`config.mk`:
```
export PLATFORM = sky130hd
export DESIGN_NAME = i2c_host_regs
export DESIGN_NICKNAME = d
export VERILOG_FILES = /design/src/rtl/i2c_host_pkg.sv /design/src/rtl/i2c_host_cfg.sv /design/src/rtl/i2c_host_irq.sv /design/src/rtl/i2c_host_seq.sv /design/src/rtl/i2c_host_regs.sv
export SDC_FILE = /design/constraint.sdc
export NUM_CORES = 1
export LEC_CHECK = 0
export BUFFER_PORTS_ARGS = -buffer_cell sky130_fd_sc_hd__buf_2
export CAP_MARGIN = 20
export CORE_ASPECT_RATIO = 1.25
export CORE_MARGIN = 2
export CORE_UTILIZATION = 55
export CTS_BUF_LIST = sky130_fd_sc_hd__clkbuf_8
export DETAILED_ROUTE_END_ITERATION = 7
export PLACE_DENSITY_LB_ADDON = 0.05
export SETUP_SLACK_MARGIN = 0.4
export SLEW_MARGIN = 20
export SYNTH_ARGS = -nofsm -noshare
export SYNTH_HDL_FRONTEND = slang
export SYNTH_SLANG_ARGS = --single-unit
export TNS_END_PERCENT = 20
```
`constraint.sdc`:
```
create_clock -name clk -period 3.4 [get_ports clk]
set_input_delay 0.68 -clock clk [delete_from_list [all_inputs] [get_ports clk]]
set_output_delay 0.68 -clock clk [all_outputs]
set_load 0.02 [all_outputs]
```
`src/rtl/i2c_host_pkg.sv`:
```
// Package: shared encodings for the I2C master register block.
// Assumes: register offsets are byte offsets with 32-bit words.
package i2c_host_pkg;

    // Engine operation codes
    typedef enum logic [1:0] {
        OP_START = 2'd0,
        OP_SEND  = 2'd1,
        OP_RECV  = 2'd2,
        OP_STOP  = 2'd3
    } eng_op_e;

    // Decoded register selection
    typedef enum logic [3:0] {
        SEL_CTRL, SEL_STAT, SEL_LEN, SEL_SADDR,
        SEL_DATA, SEL_DIV,  SEL_DELAY, SEL_TMO, SEL_NONE
    } reg_sel_e;

    // Sequencer states
    typedef enum logic [1:0] {
        ST_IDLE, ST_XFER, ST_STOP, ST_FIN
    } seq_state_e;

    // Control word bit positions
    localparam int CTRL_DIR    = 0;
    localparam int CTRL_GO     = 4;
    localparam int CTRL_RXIE   = 8;
    localparam int CTRL_TXIE   = 9;
    localparam int CTRL_DONEIE = 10;
    localparam int CTRL_EN     = 15;

    // Status word bit positions
    localparam int STB_BUSY = 0;
    localparam int STB_DONE = 1;
    localparam int STB_TXW  = 2;
    localparam int STB_RXR  = 3;
    localparam int STB_TXD  = 4;
    localparam int STB_RXD  = 5;
    localparam int STB_TXE  = 6;
    localparam int STB_ERR  = 8;
    localparam int STB_CLKT = 9;

    // Number of stored configuration words (divider, delay, timeout)
    localparam int N_CFG = 3;

endpackage

```
`src/rtl/i2c_host_cfg.sv`:
```
// Module: configuration storage (target address, divider, delay, timeout).
// Assumes: wr_en is asserted for exactly one cycle per accepted write;
//          values are held and driven out, never interpreted here.
module i2c_host_cfg
    import i2c_host_pkg::*;
#(
    parameter int          SLV_W   = 7,
    parameter logic [31:0] DIV_RST = 32'h0000_05DC,
    parameter logic [31:0] DEL_RST = 32'h0030_0030,
    parameter logic [31:0] TMO_RST = 32'h0000_0040
) (
    input  logic                        clk,
    input  logic                        rst_n,
    input  logic                        wr_en,
    input  reg_sel_e                    sel,
    input  logic [31:0]                 wdata,
    output logic [SLV_W-1:0]            slave_q,
    output logic [N_CFG-1:0][31:0]      cfg_q
);

    // Reset value of configuration word i
    function automatic logic [31:0] rst_val(input int i);
        case (i)
            0:       return DIV_RST;
            1:       return DEL_RST;
            default: return TMO_RST;
        endcase
    endfunction

    // Register selection that addresses configuration word i
    function automatic reg_sel_e word_sel(input int i);
        case (i)
            0:       return SEL_DIV;
            1:       return SEL_DELAY;
            default: return SEL_TMO;
        endcase
    endfunction

    // Target address register
    always_ff @(posedge clk) begin
        if (!rst_n)                       slave_q <= '0;
        else if (wr_en && sel == SEL_SADDR) slave_q <= wdata[SLV_W-1:0];
    end

    for (genvar g = 0; g < N_CFG; g++) begin : g_cfg
        // One stored configuration word
        always_ff @(posedge clk) begin
            if (!rst_n)                         cfg_q[g] <= rst_val(g);
            else if (wr_en && sel == word_sel(g)) cfg_q[g] <= wdata;
        end
    end

endmodule

```
`src/rtl/i2c_host_irq.sv`:
```
// Module: interrupt combiner.
// Assumes: inputs come straight from flops, so the output is glitch-limited
//          to register updates.
module i2c_host_irq (
    input  logic rx_ie,
    input  logic tx_ie,
    input  logic done_ie,
    input  logic rx_ready,
    input  logic tx_want,
    input  logic done,
    output logic irq
);

    // Any enabled pending source raises the line
    always_comb irq = (rx_ie & rx_ready) | (tx_ie & tx_want) | (done_ie & done);

endmodule

```
`src/rtl/i2c_host_seq.sv`:
```
// Module: transfer sequencer with control, status and length registers.
// Assumes: the bus master keeps the access stable until acc_ready; the
//          engine answers each request with a single-cycle eng_ack.
module i2c_host_seq
    import i2c_host_pkg::*;
#(
    parameter int LEN_W = 16
) (
    input  logic              clk,
    input  logic              rst_n,
    input  logic              acc_valid,
    input  logic              acc_write,
    input  reg_sel_e          acc_sel,
    input  logic [31:0]       acc_wdata,
    output logic              acc_ready,
    output logic [31:0]       ctrl_word,
    output logic [31:0]       stat_word,
    output logic [31:0]       len_word,
    output logic [31:0]       data_word,
    output logic              rx_ie,
    output logic              tx_ie,
    output logic              done_ie,
    output logic              rx_ready,
    output logic              tx_want,
    output logic              done,
    output logic              eng_req,
    output eng_op_e           eng_op,
    output logic              eng_rnw,
    output logic [7:0]        eng_wbyte,
    input  logic              eng_ack,
    input  logic              eng_nack,
    input  logic [7:0]        eng_rbyte
);

    localparam logic [LEN_W-1:0] LEN_ONE = LEN_W'(1);

    seq_state_e       state_q;
    eng_op_e          op_q;
    logic             dir_q, rxie_q, txie_q, doneie_q, en_q;
    logic             ta_q, done_q, err_q, rxr_q, txw_q, rxd_q;
    logic [LEN_W-1:0] len_q, last_q, len_next;
    logic [7:0]       wbyte_q, rbyte_q;
    logic             idle_acc, begin_req, send_req, recv_req, need_eng;
    logic             stat_wr, len_wr, ctrl_wr, xfer_ack;

    // Access classification in the idle state
    always_comb begin
        idle_acc  = (state_q == ST_IDLE) && acc_valid;
        ctrl_wr   = idle_acc && acc_write && acc_sel == SEL_CTRL;
        stat_wr   = idle_acc && acc_write && acc_sel == SEL_STAT;
        len_wr    = idle_acc && acc_write && acc_sel == SEL_LEN;
        begin_req = ctrl_wr && (acc_wdata[CTRL_GO] || acc_wdata[CTRL_EN]);
        send_req  = idle_acc && acc_write && acc_sel == SEL_DATA && ta_q;
        recv_req  = idle_acc && !acc_write && acc_sel == SEL_DATA && ta_q;
        need_eng  = begin_req || send_req || recv_req;
        acc_ready = (idle_acc && !need_eng) || (state_q == ST_FIN);
        xfer_ack  = (state_q == ST_XFER) && eng_ack;
    end

    // Remaining length after the operation now being acknowledged
    always_comb begin
        case (op_q)
            OP_START: len_next = len_q;
            OP_SEND:  len_next = eng_nack ? len_q : len_q - LEN_ONE;
            default:  len_next = len_q - LEN_ONE;
        endcase
    end

    // Sequencer state and latched operation
    always_ff @(posedge clk) begin
        if (!rst_n) begin
            state_q <= ST_IDLE;
            op_q    <= OP_START;
            wbyte_q <= '0;
            rbyte_q <= '0;
        end else begin
            case (state_q)
                ST_IDLE: begin
                    if (begin_req) begin
                        op_q    <= OP_START;
                        state_q <= ST_XFER;
                    end else if (send_req) begin
                        op_q    <= OP_SEND;
                        wbyte_q <= acc_wdata[7:0];
                        state_q <= ST_XFER;
                    end else if (recv_req) begin
                        op_q    <= OP_RECV;
                        state_q <= ST_XFER;
                    end
                end
                ST_XFER: begin
                    if (eng_ack) begin
                        if (op_q == OP_RECV) rbyte_q <= eng_rbyte;
                        state_q <= (len_next == '0) ? ST_STOP : ST_FIN;
                    end
                end
                ST_STOP: if (eng_ack) state_q <= ST_FIN;
                default: state_q <= ST_IDLE;
            endcase
        end
    end

    // Control register; go is one-shot and never stored
    always_ff @(posedge clk) begin
        if (!rst_n) begin
            {dir_q, rxie_q, txie_q, doneie_q, en_q} <= '0;
        end else if (ctrl_wr) begin
            dir_q    <= acc_wdata[CTRL_DIR];
            rxie_q   <= acc_wdata[CTRL_RXIE];
            txie_q   <= acc_wdata[CTRL_TXIE];
            doneie_q <= acc_wdata[CTRL_DONEIE];
            en_q     <= acc_wdata[CTRL_EN];
        end
    end

    // Status flags: set by engine outcomes, cleared by stop or write-1
    always_ff @(posedge clk) begin
        if (!rst_n) begin
            {ta_q, done_q, err_q, rxr_q, txw_q, rxd_q} <= '0;
        end else begin
            if (stat_wr) begin
                if (acc_wdata[STB_DONE]) done_q <= 1'b0;
                if (acc_wdata[STB_ERR])  err_q  <= 1'b0;
            end
            if (xfer_ack) begin
                if (op_q == OP_START) begin
                    ta_q <= 1'b1;
                    if (dir_q) begin
                        rxr_q <= 1'b1;
                        rxd_q <= 1'b1;
                    end else begin
                        txw_q <= 1'b1;
                    end
                end
                if ((op_q == OP_START || op_q == OP_SEND) && eng_nack) err_q <= 1'b1;
            end
            if (state_q == ST_STOP && eng_ack) begin
                done_q <= 1'b1;
                ta_q   <= 1'b0;
                rxr_q  <= 1'b0;
                txw_q  <= 1'b0;
                rxd_q  <= 1'b0;
            end
        end
    end

    // Length counter with reload copy
    always_ff @(posedge clk) begin
        if (!rst_n) begin
            len_q  <= '0;
            last_q <= '0;
        end else if (len_wr) begin
            len_q  <= acc_wdata[LEN_W-1:0];
            last_q <= acc_wdata[LEN_W-1:0];
        end else if (stat_wr && acc_wdata[STB_DONE] && done_q) begin
            len_q  <= last_q;
        end else if (xfer_ack) begin
            len_q  <= len_next;
        end
    end

    // Readback words and engine request fields
    always_comb begin
        ctrl_word                = '0;
        ctrl_word[CTRL_DIR]      = dir_q;
        ctrl_word[CTRL_RXIE]     = rxie_q;
        ctrl_word[CTRL_TXIE]     = txie_q;
        ctrl_word[CTRL_DONEIE]   = doneie_q;
        ctrl_word[CTRL_EN]       = en_q;
        stat_word                = '0;
        stat_word[STB_BUSY]      = ta_q;
        stat_word[STB_DONE]      = done_q;
        stat_word[STB_TXW]       = txw_q;
        stat_word[STB_RXR]       = rxr_q;
        stat_word[STB_TXD]       = 1'b1;
        stat_word[STB_RXD]       = rxd_q;
        stat_word[STB_TXE]       = 1'b1;
        stat_word[STB_ERR]       = err_q;
        stat_word[STB_CLKT]      = 1'b0;
        len_word                 = 32'(len_q);
        data_word                = (state_q == ST_FIN && op_q == OP_RECV) ? 32'(rbyte_q) : '0;
        rx_ie                    = rxie_q;
        tx_ie                    = txie_q;
        done_ie                  = doneie_q;
        rx_ready                 = rxr_q;
        tx_want                  = txw_q;
        done                     = done_q;
        eng_req                  = (state_q == ST_XFER) || (state_q == ST_STOP);
        eng_op                   = (state_q == ST_STOP) ? OP_STOP : op_q;
        eng_rnw                  = dir_q;
        eng_wbyte                = wbyte_q;
    end

    // opening a transfer puts a start request on the engine next cycle
    p_begin_start_r2: assert property (@(posedge clk) disable iff (!rst_n)
        begin_req |=> (eng_req && eng_op == OP_START));

    // a refused address leaves the error flag set
    p_addr_nack_err_r3: assert property (@(posedge clk) disable iff (!rst_n)
        (xfer_ack && op_q == OP_START && eng_nack) |=> err_q);

    // zero length at start goes straight to stop
    p_quick_stop_r4: assert property (@(posedge clk) disable iff (!rst_n)
        (xfer_ack && op_q == OP_START && len_q == '0) |=> (eng_req && eng_op == OP_STOP));

    // an acknowledged stop leaves done set and the active flags clear
    p_finish_flags_r5: assert property (@(posedge clk) disable iff (!rst_n)
        (state_q == ST_STOP && eng_ack) |=> (done_q && !ta_q && !rxr_q && !txw_q && !rxd_q));

    // a refused byte does not consume length
    p_nack_len_r6: assert property (@(posedge clk) disable iff (!rst_n)
        (xfer_ack && op_q == OP_SEND && eng_nack) |=> ($stable(len_q) && err_q));

    // no bus completion while the engine is busy
    p_ready_low_r10: assert property (@(posedge clk) disable iff (!rst_n)
        eng_req |-> !acc_ready);

    // request held steady until acknowledged
    p_req_hold_r10: assert property (@(posedge clk) disable iff (!rst_n)
        (eng_req && !eng_ack) |=> (eng_req && $stable(eng_op)));

endmodule

```
`src/rtl/i2c_host_regs.sv`:
```
// Module: top of the I2C master register block; decodes offsets, routes
//         accesses to the sequencer and configuration storage, muxes reads.
// Assumes: 32-bit accesses only; offsets are byte offsets, ADDR_W >= 5.
module i2c_host_regs
    import i2c_host_pkg::*;
#(
    parameter int          ADDR_W  = 6,
    parameter int          LEN_W   = 16,
    parameter int          SLV_W   = 7,
    parameter logic [31:0] DIV_RST = 32'h0000_05DC,
    parameter logic [31:0] DEL_RST = 32'h0030_0030,
    parameter logic [31:0] TMO_RST = 32'h0000_0040
) (
    input  logic              clk,
    input  logic              rst_n,
    input  logic              bus_valid,
    input  logic              bus_write,
    input  logic [ADDR_W-1:0] bus_addr,
    input  logic [31:0]       bus_wdata,
    output logic              bus_ready,
    output logic [31:0]       bus_rdata,
    output logic              irq,
    output logic              eng_req,
    output logic [1:0]        eng_op,
    output logic [SLV_W-1:0]  eng_slave,
    output logic              eng_rnw,
    output logic [7:0]        eng_wbyte,
    input  logic              eng_ack,
    input  logic              eng_nack,
    input  logic [7:0]        eng_rbyte,
    output logic [31:0]       cfg_div,
    output logic [31:0]       cfg_delay,
    output logic [31:0]       cfg_timeout
);

    reg_sel_e               sel;
    eng_op_e                op_e;
    logic [31:0]            ctrl_word, stat_word, len_word, data_word;
    logic                   rx_ie, tx_ie, done_ie, rx_ready, tx_want, done;
    logic [SLV_W-1:0]       slave_q;
    logic [N_CFG-1:0][31:0] cfg_q;
    logic                   cfg_wr;

    // Offset decode: aligned words 0..7 are mapped, everything else is not
    always_comb begin
        sel = SEL_NONE;
        if (bus_addr[1:0] == 2'b00) begin
            case (int'(bus_addr[ADDR_W-1:2]))
                0: sel = SEL_CTRL;
                1: sel = SEL_STAT;
                2: sel = SEL_LEN;
                3: sel = SEL_SADDR;
                4: sel = SEL_DATA;
                5: sel = SEL_DIV;
                6: sel = SEL_DELAY;
                7: sel = SEL_TMO;
                default: sel = SEL_NONE;
            endcase
        end
    end

    i2c_host_seq #(.LEN_W(LEN_W)) seq_i (
        .clk       (clk),
        .rst_n     (rst_n),
        .acc_valid (bus_valid),
        .acc_write (bus_write),
        .acc_sel   (sel),
        .acc_wdata (bus_wdata),
        .acc_ready (bus_ready),
        .ctrl_word (ctrl_word),
        .stat_word (stat_word),
        .len_word  (len_word),
        .data_word (data_word),
        .rx_ie     (rx_ie),
        .tx_ie     (tx_ie),
        .done_ie   (done_ie),
        .rx_ready  (rx_ready),
        .tx_want   (tx_want),
        .done      (done),
        .eng_req   (eng_req),
        .eng_op    (op_e),
        .eng_rnw   (eng_rnw),
        .eng_wbyte (eng_wbyte),
        .eng_ack   (eng_ack),
        .eng_nack  (eng_nack),
        .eng_rbyte (eng_rbyte)
    );

    // Configuration writes complete in the cycle they are accepted
    always_comb cfg_wr = bus_valid && bus_write && bus_ready;

    i2c_host_cfg #(
        .SLV_W   (SLV_W),
        .DIV_RST (DIV_RST),
        .DEL_RST (DEL_RST),
        .TMO_RST (TMO_RST)
    ) cfg_i (
        .clk     (clk),
        .rst_n   (rst_n),
        .wr_en   (cfg_wr),
        .sel     (sel),
        .wdata   (bus_wdata),
        .slave_q (slave_q),
        .cfg_q   (cfg_q)
    );

    i2c_host_irq irq_i (
        .rx_ie    (rx_ie),
        .tx_ie    (tx_ie),
        .done_ie  (done_ie),
        .rx_ready (rx_ready),
        .tx_want  (tx_want),
        .done     (done),
        .irq      (irq)
    );

    // Read data mux and output wiring
    always_comb begin
        case (sel)
            SEL_CTRL:  bus_rdata = ctrl_word;
            SEL_STAT:  bus_rdata = stat_word;
            SEL_LEN:   bus_rdata = len_word;
            SEL_SADDR: bus_rdata = 32'(slave_q);
            SEL_DATA:  bus_rdata = data_word;
            SEL_DIV:   bus_rdata = cfg_q[0];
            SEL_DELAY: bus_rdata = cfg_q[1];
            SEL_TMO:   bus_rdata = cfg_q[2];
            default:   bus_rdata = '0;
        endcase
        eng_op      = op_e;
        eng_slave   = slave_q;
        cfg_div     = cfg_q[0];
        cfg_delay   = cfg_q[1];
        cfg_timeout = cfg_q[2];
    end

    // unmapped offsets never return data
    p_unmapped_zero_r11: assert property (@(posedge clk) disable iff (!rst_n)
        (bus_valid && !bus_write && sel == SEL_NONE) |-> (bus_ready && bus_rdata == '0));

endmodule

```
==> flow_summary.json <==
{
  "outcome": "complete, no violations",
  "place_area_um2": 8690,
  "critPathArrivalTime_ps": 2310,
  "worstMarginPinSlew_ps": 993,
  "switching_share_pct": 25.7,
  "cap_violations": 0,
  "fin_crit_ps": 2990,
  "clock_latency_ps": 470,
  "rr_startpoint": "seq_i.len_q[4]",
  "cts_htree_levels": 4,
  "critical_path_buf_inv_count": 3,
  "dp_slack_ps": 449,
  "seqPwrFrac_pct": 54.1,
  "netlist_instances": 898,
  "end_kind": "primary output",
  "p_leak_nw": 4.10,
  "cp_top_family": "simple AND/OR/NAND/NOR gates",
  "reg2reg_slack_ps": 780,
  "track_usage_pct": 33.0,
  "cp_max_fo": 18,
  "cts_tree": "built",
  "cts_buffers": 17,
  "routed_wirelength_mm": 24.1,
  "synth_cell_types": 50,
  "finalClockSkew_ps": 13.8,
  "cp_cell_sequence": "buf_2, nand2b_1, nor2_2, and2_1, buf_4, a222oi_1, nand2_1, buf_2",
  "synth_area_um2": 7480,
  "worst_path_largest_cell_delay_ps": 460,
  "fp.dieW_um": 108,
  "tns_ps": 0,
  "hp-class": "in2reg",
  "slew_headroom_pct": 33.1,
  "path_class": "in2out",
  "final_cell_mix": "buf_2 (200), nand2_1 (168), dfxtp_1 (165)",
  "ios": 201,
  "syn_avg_cell_area_um2": 8.33,
  "postRouteAntennaNets": 0,
  "drc_errors": 0,
  "layout_setup_ws_ps": 412,
  "drive_gt1_share_pct": 25.5,
  "port_buffers": 200,
  "antenna_found_initial": 1,
  "cp_common_cell": "buf_2",
  "clockBufferDepth": 2,
  "crit_cells": 8,
  "synth_warnings": 0,
  "ys_seq_elements": 165,
  "cp-startpoint": "bus_addr[5]",
  "cts_hold_buf": 0,
  "cts_root_buf": "clkbuf_8",
  "r2r_cells": 6,
  "power_frac_comb_pct": 4.8,
  "routedWlPerCell_um": 19.1,
  "finalSetupViolations": 0,
  "grt_pass1_wl_mm": 36.7,
  "crit_path_end": "bus_rdata[0]",
  "slew_violations": 0,
  "synth_edf_count": 0,
  "p_int_mw": 2.66,
  "synth_seq_area_share_pct": 44.2,
  "rsz0062_at_grt": "yes",
  "period_share_pct": 87.9,
  "required_ps": 2720,
  "max-vdd-ir-drop_v": 0.000287,
  "grt_overflow_total": 0,
  "core_area_um2": 13300,
  "p_per_area_nw_per_um2": 393,
  "first_iter_violations": 636,
  "rows": 47,
  "critPathLaunchType": "input pin",
  "final_area_um2": 9110,
  "chipHeight_um": 134,
  "final_common_cell": "buf_2",
  "area_delta_synth_final_pct": 21.8,
  "fin_nets": 1137,
  "r2r_end": "seq_i.state_q[0]",
  "p_sw_mw": 0.921,
  "dp.final_hpwl_mm": 16.8,
  "die_area_um2": 14600,
  "synthArstFlopShare_pct": 0,
  "synth.net_count": 956,
  "cp_slowest_cell": "a222oi_1",
  "cts_sinks": 165,
  "clockPowerShare_pct": 41.1,
  "hp-start": "eng_rbyte[1]",
  "grt_max_degree": 56,
  "place.gp.congestion": 0.953,
  "grt_pass1_vias": 6840,
  "hold_violations": 0,
  "start_util_pct": 56.3,
  "max_freq_mhz": 335,
  "synth-main-ff-cell": "dfxtp_1",
  "vias": 7391,
  "first_pass_iters": 7,
  "viasPerCell": 5.85,
  "cts.reportedPaths.clkPinSlew_ps": 90
}
state kept, by name, indices dropped and copies added, names as in the netlist, 2 cells and up:
name and flops:
seq_i.rbyte_q 8, seq_i.op_q 2, seq_i.len_q 16, seq_i.last_q 16
seq_i.eng_wbyte 8, seq_i.state_q 2, cfg_i.slave_q 7, cfg_i.cfg_q 96
how the worst min path moves through the flow:
stage / slack, ps / endpoint / depth (start not counted)
after floorplan: 440 / seq_i.last_q[13] / 2
after global placement: 440 / seq_i.last_q[3] / 2
after detailed placement: 450 / seq_i.last_q[10] / 2
after CTS: 420 / seq_i.rbyte_q[1] / 3
after global routing: 440 / seq_i.rbyte_q[1] / 3
final: 440 / seq_i.rbyte_q[1] / 3
cell families after synthesis:
group	synth area share (%)
AOI/OAI and AO/OA	15.1
xor gates and xnor gates	1.52
adders and majority gates	1.00
buffers and inverters	5.00
DFF	44.2
muxes	12.4
and+or+nand+nor	20.8
final cells by class:
cell class / instances / area, µm²
fillers: 1220 / 4180
flip-flops and latches: 165 / 3300
inverters: 24 / 92.6
repair buffers: 230 / 1280
diodes: 1 / 2.50
multi-input cells: 641 / 3820
clock buffers: 17 / 234
well taps: 171 / 214
clock inverters: 15 / 166
metal layers:
layer	wire length [µm]	up-vias	part of all wire, %	global-route usage [%]
met2	11700	330	48	54.3
met4	909	0	3.8	15.3
met5	0	-	0	0
li1	-	3490	-	-
met1	9620	3514	40	41.3
met3	1940	57	8.0	6.66
what timing repair did:
action,CTS,global route
resized for setup,0,2
setup endpoints to repair,0,33
endpoints found under the hold margin,0,0
setup buffers,0,1
worst reg2reg max path: cells and delay by family (launching register included):
family | cells | cell delay (ps)
xor+xnor | 1 | 140
compound gates | 1 | 180
simple gates | 4 | 1770
flops | 1 | 400
power groups by stage:
stage	Sequential, mW	Clock, mW	Combinational (mW)
after floorplan	1.99	0	0.0710
after global placement	1.98	0	0.166
after detailed placement	1.98	0	0.165
after CTS	1.94	1.49	0.166
after global routing	1.94	1.56	0.180
final	1.94	1.47	0.170
metrics by stage:
| stage | total power [mW] | std cells | hold WS [ps] | utilization [%] |
|---|---|---|---|---|
| after floorplan | 2.06 | 898 | 436 | - |
| after global placement | 2.15 | 1230 | 442 | 65.4 |
| after detailed placement | 2.15 | 1230 | 448 | 65.4 |
| after CTS | 3.59 | 1262 | 419 | 68.4 |
| after global routing | 3.68 | 1264 | 438 | 68.5 |
| final | 3.58 | 1264 | 437 | 68.5 |
Yosys cell counts, types with 5 or more instances:
cell	n	area share, %
nor3_1	11	0.74
a22oi_1	18	1.8
or4_1	5	0.50
dfxtp_1	165	44
nand3_1	26	1.7
mux2i_1	93	12
xor2_1	6	0.70
a22o_1	5	0.59
buf_2	7	0.47
a222oi_1	22	2.9
xnor2_1	7	0.82
and3_1	6	0.50
a21oi_1	64	4.3
or2_2	5	0.42
inv_1	24	1.2
and2_1	5	0.42
nor4_1	6	0.50
clkbuf_1	53	2.7
nand2_1	168	8.4
o21ai_0	13	0.87
nor2_1	110	5.5
ha_1	6	1.0
a31oi_1	16	1.3
o211ai_1	5	0.50
(Power assumes the default switching activity.)
